$ cat src/rtl/fpr_pkg.sv
`timescale 1ns/1ps
package fpr_pkg;

    typedef enum logic [1:0] {
        ST_IDLE  = 2'd0,
        ST_OPEN  = 2'd1,  // waiting the full random-access time
        ST_INPG  = 2'd2   // waiting the short in-page time
    } fpr_state_e;

    function automatic int cycles_ceil(input int ns, input int period_ns);
        int c;
        c = (ns + period_ns - 1) / period_ns;
        return (c < 1) ? 1 : c;
    endfunction

endpackage

$ cat src/rtl/fpr_wait_timer.sv
`timescale 1ns/1ps
module fpr_wait_timer #(
    parameter int CNT_W = 4
) (
    input  logic             clk,
    input  logic             rst_n,
    input  logic             load,
    input  logic [CNT_W-1:0] load_val,
    output logic             done
);
    logic [CNT_W-1:0] cnt_d, cnt_q;

    always_comb begin
        cnt_d = cnt_q;
        if (load)
            cnt_d = load_val;
        else if (cnt_q != '0)
            cnt_d = cnt_q - CNT_W'(1);
    end

    always_ff @(posedge clk) begin
        if (!rst_n) cnt_q <= '0;
        else        cnt_q <= cnt_d;
    end

    assign done = (cnt_q == '0);
endmodule

$ cat src/rtl/fpr_hold_reg.sv
`timescale 1ns/1ps
module fpr_hold_reg #(
    parameter int DATA_W = 16
) (
    input  logic              clk,
    input  logic              rst_n,
    input  logic              in_valid,
    input  logic [DATA_W-1:0] in_data,
    output logic              in_ready,
    output logic              out_valid,
    input  logic              out_ready,
    output logic [DATA_W-1:0] out_data
);
    typedef struct packed {
        logic              full;
        logic [DATA_W-1:0] word;
    } slot_t;

    slot_t slot_d, slot_q;

    always_comb begin
        slot_d = slot_q;
        if (in_valid) begin
            slot_d.full = 1'b1;
            slot_d.word = in_data;
        end else if (out_ready) begin
            slot_d.full = 1'b0;
        end
    end

    always_ff @(posedge clk) begin
        if (!rst_n) slot_q <= '0;
        else        slot_q <= slot_d;
    end

    assign in_ready  = !slot_q.full || out_ready;
    assign out_valid = slot_q.full;
    assign out_data  = slot_q.word;
endmodule

$ cat src/rtl/flash_page_reader.sv
`timescale 1ns/1ps
module flash_page_reader
    import fpr_pkg::*;
#(
    parameter int ADDR_W        = 22,
    parameter int DATA_W        = 16,
    parameter int LEN_W         = 8,
    parameter int PAGE_WORDS    = 4,
    parameter int CLK_PERIOD_NS = 8,
    parameter int TACC_NS       = 90,
    parameter int TPACC_NS      = 25
) (
    input  logic              clk,
    input  logic              rst_n,
    input  logic              req_valid,
    output logic              req_ready,
    input  logic [ADDR_W-1:0] req_addr,
    input  logic [LEN_W-1:0]  req_len,
    output logic              flash_ce_n,
    output logic              flash_oe_n,
    output logic              flash_we_n,
    output logic [ADDR_W-1:0] flash_addr,
    input  logic [DATA_W-1:0] flash_dq,
    output logic              out_valid,
    input  logic              out_ready,
    output logic [DATA_W-1:0] out_data
);
    localparam int PAGE_BITS = $clog2(PAGE_WORDS);
    localparam int ACC_CYC   = cycles_ceil(TACC_NS, CLK_PERIOD_NS);
    localparam int PACC_CYC  = cycles_ceil(TPACC_NS, CLK_PERIOD_NS);
    localparam int MAX_CYC   = (ACC_CYC > PACC_CYC) ? ACC_CYC : PACC_CYC;
    localparam int CNT_W     = $clog2(MAX_CYC + 1);
    localparam logic [CNT_W-1:0] ACC_LOAD  = CNT_W'(ACC_CYC - 1);
    localparam logic [CNT_W-1:0] PACC_LOAD = CNT_W'(PACC_CYC - 1);

    typedef struct packed {
        fpr_state_e        state;
        logic [ADDR_W-1:0] addr;
        logic [LEN_W-1:0]  left;
    } ctl_t;

    ctl_t ctl_d, ctl_q;

    logic             tmr_load;
    logic [CNT_W-1:0] tmr_val;
    logic             tmr_done;
    logic             capture;
    logic             slot_free;
    logic [ADDR_W-1:0] next_addr;

    assign next_addr = ctl_q.addr + ADDR_W'(1);

    always_comb begin
        ctl_d    = ctl_q;
        tmr_load = 1'b0;
        tmr_val  = ACC_LOAD;
        capture  = 1'b0;
        unique case (ctl_q.state)
            ST_IDLE: begin
                if (req_valid && req_len != '0) begin
                    ctl_d.state = ST_OPEN;
                    ctl_d.addr  = req_addr;
                    ctl_d.left  = req_len;
                    tmr_load    = 1'b1;
                    tmr_val     = ACC_LOAD;
                end
            end
            ST_OPEN, ST_INPG: begin
                if (tmr_done && slot_free) begin
                    capture = 1'b1;
                    if (ctl_q.left == LEN_W'(1)) begin
                        ctl_d.state = ST_IDLE;
                    end else begin
                        ctl_d.left = ctl_q.left - LEN_W'(1);
                        ctl_d.addr = next_addr;
                        tmr_load   = 1'b1;
                        if (next_addr[PAGE_BITS-1:0] == '0) begin
                            ctl_d.state = ST_OPEN;
                            tmr_val     = ACC_LOAD;
                        end else begin
                            ctl_d.state = ST_INPG;
                            tmr_val     = PACC_LOAD;
                        end
                    end
                end
            end
            default: ctl_d.state = ST_IDLE;
        endcase
    end

    always_ff @(posedge clk) begin
        if (!rst_n) begin
            ctl_q.state <= ST_IDLE;
            ctl_q.addr  <= '0;
            ctl_q.left  <= '0;
        end else begin
            ctl_q <= ctl_d;
        end
    end

    fpr_wait_timer #(.CNT_W(CNT_W)) timer_i (
        .clk      (clk),
        .rst_n    (rst_n),
        .load     (tmr_load),
        .load_val (tmr_val),
        .done     (tmr_done)
    );

    fpr_hold_reg #(.DATA_W(DATA_W)) hold_i (
        .clk       (clk),
        .rst_n     (rst_n),
        .in_valid  (capture),
        .in_data   (flash_dq),
        .in_ready  (slot_free),
        .out_valid (out_valid),
        .out_ready (out_ready),
        .out_data  (out_data)
    );

    assign req_ready  = (ctl_q.state == ST_IDLE);
    assign flash_ce_n = (ctl_q.state == ST_IDLE);
    assign flash_oe_n = (ctl_q.state == ST_IDLE);
    assign flash_we_n = 1'b1;
    assign flash_addr = ctl_q.addr;
endmodule

$ cat config.mk
export PLATFORM = sky130hd
export DESIGN_NAME = flash_page_reader
export DESIGN_NICKNAME = d
export VERILOG_FILES = /design/src/rtl/fpr_pkg.sv /design/src/rtl/fpr_wait_timer.sv /design/src/rtl/fpr_hold_reg.sv /design/src/rtl/flash_page_reader.sv
export SDC_FILE = /design/constraint.sdc
export NUM_CORES = 1
export LEC_CHECK = 0
export BUFFER_PORTS_ARGS = -buffer_cell sky130_fd_sc_hd__buf_2
export CAP_MARGIN = 20
export CORE_ASPECT_RATIO = 1.5
export CORE_MARGIN = 4
export CORE_UTILIZATION = 45
export DETAILED_ROUTE_END_ITERATION = 7
export PLACE_DENSITY_LB_ADDON = 0.1
export SYNTH_ARGS = -nofsm -noshare
export SYNTH_HDL_FRONTEND = slang
export SYNTH_SLANG_ARGS = --single-unit
$ cat constraint.sdc
create_clock -name clk -period 2.1 [get_ports clk]
set_clock_uncertainty 0.2 [all_clocks]
set_input_delay 0 -clock clk [delete_from_list [all_inputs] [get_ports clk]]
set_output_delay 0 -clock clk [all_outputs]
set_load 0.05 [all_outputs]
==> flow_summary_export.csv, run 1 <==
group,metric,value,unit
critical_path,cp_slowest_cell,"or3b_4",
floorplan,die_h,111,microns
sta,worst_pin_slew,0.496,ns
place,dp_hpwl,6.34,mm
sta,layout_min_cycle_time,2.22,ns
sta,hold_viol,0,
critical_path,reg2regPathDepth,8,
synthesis,yosys.area_share.simple,25.9,%
outcome,outcome,"finished with violations",
pwr,peakVddDrop,1.08,mV
sta,layout_setup_ws,-0.119,ns
sta,relSlewSlack,66.6,%
critical_path,end_kind,"flop",
worst_hold_path,worstHoldEndpoint,"timer_i.cnt_q[2]",
floorplan,initial_utilization,46.4,%
place,port_buffers,91,
clock_tree,cts-buffers-inserted,5,
critical_path,startpoint_type,"flop",
worst_hold_path,min_path_type,"primary input to flop",
place,dp_cells,579,
finish,fin_util,66.8,%
critical_path,crit_path_max_fanout,7,
finish,diodes,0,
clock_tree,cts_buffer_depth,2,
critical_path,reg2reg_slack,-0.12,ns
sta,maxSlewViolCount,0,
critical_path,crit_type,"flop to flop",
route,wl_per_cell,15.1,microns
synthesis,synth_area_per_cell,7.62,sq um
sta,min_period_over_period,106,%
pwr,p_total,0.00801,W
route,vias_per_cell,5.43,
synthesis,synth_compound_area_share,25.4,%
synthesis,synthAdderAreaFrac,3.15,%
outcome,violations,"negative setup slack",
synthesis,async_flop_share,0,%
route,routed_wl,9.66,mm
synthesis,synth_edf_count,0,
critical_path,cp.arrival,2.23,ns
synthesis,synth_xor_area_share,0.551,%
synthesis,syn_nets,475,
clock_tree,clkSinkCount,53,
global_route,antenna_found_initial,0,
critical_path,crit_required,2.11,ns
clock_tree,clk_latency,0.31,ns
clock_tree,tritoncts,"built",
synthesis,ys_seq_area_share,33.4,%
synthesis,yosys_most_used_dff,"dfxtp_1",
floorplan,core_area,6850,sq um
global_route,globalRouteTotalUtil,22.5,%
synthesis,synth_top_family_by_area,"simple AND/OR/NAND/NOR gates",
flow_run,maxCapViolCount,0,
worst_hold_path,hold_depth,5,
global_route,grt_pass1_wl,16.1,mm
floorplan,dieWidth,76.6,microns
worst_hold_path,hp-start,"req_valid",
floorplan,num_rows,37,
synthesis,syn-cell-area,3180,sq um
sta,rsz0062_at_grt,"true",
global_route,grt_pass1_vias,3446,
place,post-place-ws,-0.127,ns
route,drt_iter0_markers,208,
synthesis,synthMuxAreaShare,0.315,%
floorplan,ios,93,
floorplan,dieArea,8500,sq um
finish,nets,620,
place,gp_congestion,0.874,
global_route,grt_max_degree,35,
synthesis,netlist_instances,417,
clock_tree,clk_pin_slew,0.10,ns
critical_path,cpPeakStageDelay,0.39,ns
critical_path,reg2reg_to,"flash_addr[10]",
sta,finalSetupViolCount,28,
finish,drive_gt1_share,32.9,%
synthesis,yosysUniqueCellTypes,59,
finish,area_growth,44.0,%
finish,nFillCells,603,
synthesis,synth-seq-cells,53,
global_route,grt-ovfl-total,0,
clock_tree,root_buffer,"clkbuf_8",
critical_path,path_cells,"inv_2, ha_4, or3b_4, a221oi_4, and3_4, buf_12, o21ai_2, a32o_1",
finish,finalNonFillerCells,641,
pwr,power_leakage,2.00,nW
route,dr.pass1.iters,4,
sta,timing.fmax,0.451,GHz
route,drc,0,
clock_tree,htreeDepth,2,
route,route.vias.total,3479,
pwr,power_density,1750,nW/um^2
synthesis,yosysWarnings,0,
route,ant_nets,0,
critical_path,timing.rr.start,"timer_i.cnt_q[1]",
-- cell families (layout without fill, tap and decap cells) --
| kind of cell | after synthesis | after routing |
|---|---|---|
| AOI/OAI and AO/OA | 121 | 121 |
| xor gates and xnor gates | 2 | 2 |
| adders and majority gates | 8 | 8 |
| buffers and inverters | 63 | 209 |
| DFF | 53 | 53 |
| muxes | 1 | 1 |
| other | 1 | 1 |
| and+or+nand+nor | 168 | 168 |
-- synth_stat cells, types with 6 or more instances --
cell type	number	area share, %
nand2_1	75	8.9
dfxtp_1	53	33
a21oi_1	50	7.9
nor2_1	29	3.4
buf_4	25	5.9
clkbuf_1	16	1.9
o21ai_0	13	2.0
inv_1	11	1.3
nor4_1	10	2.0
nand3_1	9	1.4
ha_1	8	3.1
buf_2	7	1.1
and3_1	6	1.2
nand4_1	6	1.2
nor2b_1	6	1.2
o21ai_1	6	0.94
-- stage by stage --
| step | TNS [ns] | hold WS [ns] | instance area [sq um] |
|---|---|---|---|
| 3_5_place_dp | -1.63 | 0.0466 | 3810 |
| 3_3_place_gp | -0.494 | 0.0407 | 3810 |
| 2_1_floorplan | -0.0578 | -0.0640 | 3220 |
| 4_1_cts | -1.71 | 0.00430 | 4470 |
| 5_1_grt | -4.45 | 0.0539 | 4580 |
| 6_report | -1.94 | 0.00308 | 4580 |
-- worst max-delay path by stage --
stage | startpoint | endpoint | cells past startpoint
final | timer_i.cnt_q[1] | flash_addr[10] | 8
after global routing | timer_i.cnt_q[1] | ctl_q[3] | 8
after CTS | timer_i.cnt_q[1] | flash_addr[10] | 8
after detailed placement | timer_i.cnt_q[1] | flash_addr[10] | 8
after global placement | timer_i.cnt_q[1] | flash_addr[10] | 8
after floorplan | timer_i.cnt_q[1] | flash_addr[10] | 8
-- power by group --
part | switching, W | internal (W) | leakage, nW
Combinational | 0.00336 | 0.00233 | 1.51
Clock | 0.000355 | 0.000268 | 0.0512
Sequential | 0.000320 | 0.00137 | 0.435
-- cells in the final DEF (no fill, tap or decap), types with 11 or more instances in the layout --
| cell | netlist | final |
|---|---|---|
| dlygate4sd3_1 | 0 | 47 |
| nor2_1 | 29 | 27 |
| dfxtp_1 | 53 | 49 |
| nand2_1 | 75 | 73 |
| a21oi_1 | 50 | 47 |
| buf_2 | 7 | 91 |
| o21ai_1 | 6 | 11 |
| buf_4 | 25 | 41 |
-- state kept, by name, indices dropped and copies added (netlist names) --
register	cells
ctl_q	10
timer_i.cnt_q	4
flash_addr	22
hold_i.out_valid	1
hold_i.out_data	16
-- layout make-up --
| cell class | instances | area, sq um | area share (%) |
|---|---|---|---|
| multi-input cells | 301 | 1870 | 40.9 |
| repair buffers | 189 | 1400 | 30.6 |
| flip-flops and latches | 53 | 1070 | 23.3 |
| well taps | 78 | 97.6 | 2.13 |
| clock buffers | 6 | 82.6 | 1.80 |
| inverters | 12 | 45.0 | 0.984 |
| clock inverters | 2 | 13.8 | 0.301 |
-- worst max-delay path, delay by kind of cell (launching register included) --
family / cells / cell delay (ns)
buffers and inverters: 2 / 0.21
AO/OA/AOI/OAI: 3 / 0.56
adder cells (fa/ha/maj): 1 / 0.13
flip-flops: 1 / 0.34
AND/OR/NAND/NOR: 2 / 0.68
-- per-layer routing --
layer | wire [microns] | part of all wire, % | global-route usage, %
met5 | 0 | 0 | 0
met4 | 218 | 2.3 | 7.26
met3 | 464 | 4.8 | 4.15
met2 | 5150 | 53 | 42.2
met1 | 3820 | 40 | 25.0
-- what timing repair did --
action | CTS | global route
hold buffers | 47 | 0
setup endpoints to repair | 30 | 33
setup buffers | 3 | 2
resized for setup | 16 | 17
pin swaps | 6 | 10
cloned | 1 | 1
hold endpoints to repair | 51 | 0
Power figures use the tool's default switching activity.
==> inputs of run 2 (changes only) <==
Settings changed: CORE_MARGIN 4 to 10, CORE_UTILIZATION 45 to 47.
==> run 2 against run 1 <==
Critical path depth unchanged. Total power down 0.63%. Sequential power about the same. Die area up 24%. Clock-buffer cell count down 1. Maximum frequency up 0.57%. Highest routed layer unchanged. The flow still finishes with violations (negative setup slack).
==> flow_summary_export.csv, run 2 (same netlist as run 1, synthesis figures left out) <==
group,metric,value,unit
pwr,switching_power,0.00409,W
clock_tree,cts-buffers-inserted,5,
route,dr.pass1.iters,4,
finish,nFillCells,542,
place,gp_congestion,0.854,
clock_tree,clkSinkCount,53,
sta,hold_viol,0,
finish,largest_reg_flops,22,
finish,layout_commonest_cell,"buf_2",
critical_path,startpoint,"timer_i.cnt_q[1]",
clock_tree,clk_latency,0.32,ns
critical_path,cp.arrival,2.23,ns
outcome,violations,"negative setup slack",
critical_path,startpoint_type,"flop",
floorplan,core_area,6530,sq um
global_route,grt_pass1_vias,3510,
critical_path,reg2reg_slack,-0.11,ns
sta,layout_setup_ws,-0.106,ns
finish,area_growth,44.0,%
sta,layout_min_cycle_time,2.21,ns
critical_path,crit_required,2.12,ns
clock_tree,cts_buffer_depth,2,
pwr,pwr-share-seq,21.1,%
global_route,grt_pass1_wl,16.5,mm
route,wl_per_cell,16.0,microns
worst_hold_path,min_path_type,"primary input to flop",
pwr,power.share.clock,7.8,%
flow_run,maxCapViolCount,0,
clock_tree,htreeDepth,2,
critical_path,cp_slowest_cell,"or3b_4",
global_route,globalRouteTotalUtil,18.5,%
critical_path,timing.rr.start,"timer_i.cnt_q[1]",
sta,finalSetupViolCount,27,
critical_path,end_kind,"flop",
place,dp_hpwl,7.04,mm
floorplan,num_rows,36,
place,dp_cells,579,
critical_path,crit_path_max_fanout,10,
finish,layout_common_cells,"buf_2 (91), nand2_1 (75), dfxtp_1 (51), dlygate4sd3_1 (47), buf_4 (41)",
floorplan,dieArea,10500,sq um
critical_path,reg2reg_to,"flash_addr[10]",
sta,maxSlewViolCount,0,
critical_path,cpPeakStageDelay,0.39,ns
outcome,outcome,"finished with violations",
pwr,peakVddDrop,0.984,mV
route,drt_iter0_markers,186,
pwr,power_density,1740,nW/um^2
clock_tree,tritoncts,"built",
clock_tree,clk_pin_slew,0.11,ns
route,route.vias.total,3473,
clock_tree,root_buffer,"clkbuf_8",
finish,diodes,0,
place,port_buffers,91,
global_route,antenna_found_initial,0,
pwr,power_leakage,1.98,nW
pwr,power.share.combinational,71.1,%
pwr,power.internal,0.00388,W
floorplan,initial_utilization,48.7,%
route,vias_per_cell,5.45,
finish,drive_gt1_share,33.7,%
critical_path,crit_type,"flop to flop",
global_route,grt_max_degree,34,
sta,timing.fmax,0.453,GHz
floorplan,die_h,121,microns
route,ant_nets,0,
critical_path,reg2regPathDepth,8,
finish,multiInputGateArea,1900,sq um
floorplan,dieWidth,87.2,microns
route,routed_wl,10.2,mm
floorplan,ios,93,
critical_path,path_cells,"inv_2, ha_4, or3b_4, a221oi_4, and3_4, buf_12, o21ai_2, a32o_1",
global_route,grt-ovfl-total,0,
route,drc,0,
sta,rsz0062_at_grt,"true",
pwr,swShare,51.3,%
critical_path,endpoint,"flash_addr[10]",
finish,nets,618,
finish,finalNonFillerCells,637,
sta,setup_tns,-1.62,ns
sta,min_period_over_period,105,%
finish,seqCellArea,1060,sq um
run 2: cell types whose count changed in the layout (fill, tap and decap cells not counted), sizes merged:
cell	previous run	this run
inv	11	12
buf	141	140
clkinvlp	0	2
clkinv	3	1
clkbuf	7	5
run 2: timing repair:
item                                    in CTS  in global routing
hold buffers                                47                  0
gates resized for setup                     10                 23
buffers inserted                             1                  2
pin swaps                                    2                  4
endpoints found under the hold margin       46                  0
gates cloned                                 0                  0
endpoints found under the setup margin      28                 31
run 2: power by group through the flow:
stage               sequential (W)  combinational (W)  clock (W)
floorplan                  0.00191            0.00363          0
global placement           0.00168            0.00502          0
detailed placement         0.00169            0.00509          0
CTS                        0.00167            0.00538   0.000647
global route               0.00173            0.00611   0.000675
finish                     0.00168            0.00566   0.000622
run 2: how the worst min path moves through the flow:
stage	from	end	slack, ns	cells after the start
2_1_floorplan	flash_dq[0]	hold_i.out_data[0]	-0.06	2
3_3_place_gp	flash_dq[2]	hold_i.out_data[2]	0.04	3
3_5_place_dp	flash_dq[11]	hold_i.out_data[11]	0.05	3
4_1_cts	req_valid	timer_i.cnt_q[2]	0.001	5
5_1_grt	req_valid	timer_i.cnt_q[2]	0.04	5
6_report	req_valid	timer_i.cnt_q[2]	0.002	5
run 2: layer usage:
metal | wire length (microns) | track usage (%) | up-vias
met5 | 0 | 0 | -
met3 | 636 | 4.84 | 7
met2 | 5470 | 33.5 | 91
met1 | 4020 | 20.7 | 1641
met4 | 78 | 4.10 | 0
li1 | - | - | 1734
run 2: area by class of cell:
class | count | share of cell area, %
multi-input cells | 301 | 41.6
repair buffers | 187 | 30.1
flip-flops and latches | 53 | 23.2
well taps | 76 | 2.08
clock buffers | 5 | 1.50
inverters | 12 | 0.984
clock inverters | 3 | 0.574
run 2: worst max-delay path, delay by kind of cell, from the launching register on:
family / cells / cell delay [ns]
AO/OA/AOI/OAI: 3 / 0.59
flip-flops: 1 / 0.34
buffers and inverters: 2 / 0.20
AND/OR/NAND/NOR: 2 / 0.65
adder cells (fa/ha/maj): 1 / 0.13
run 2: stage by stage:
stage          total power (W)  worst slack (ns)  area, sq um  hold WS, ns  utilization, %
4_1_cts                0.00770           -0.0694         4470      0.00133            68.4
2_1_floorplan          0.00554           -0.0386         3220      -0.0640               -
6_report               0.00796            -0.106         4580      0.00249            70.1
3_5_place_dp           0.00678            -0.143         3850       0.0472            59.0
3_3_place_gp           0.00670           -0.0908         3850       0.0408            59.0
5_1_grt                0.00852            -0.191         4580       0.0350            70.1
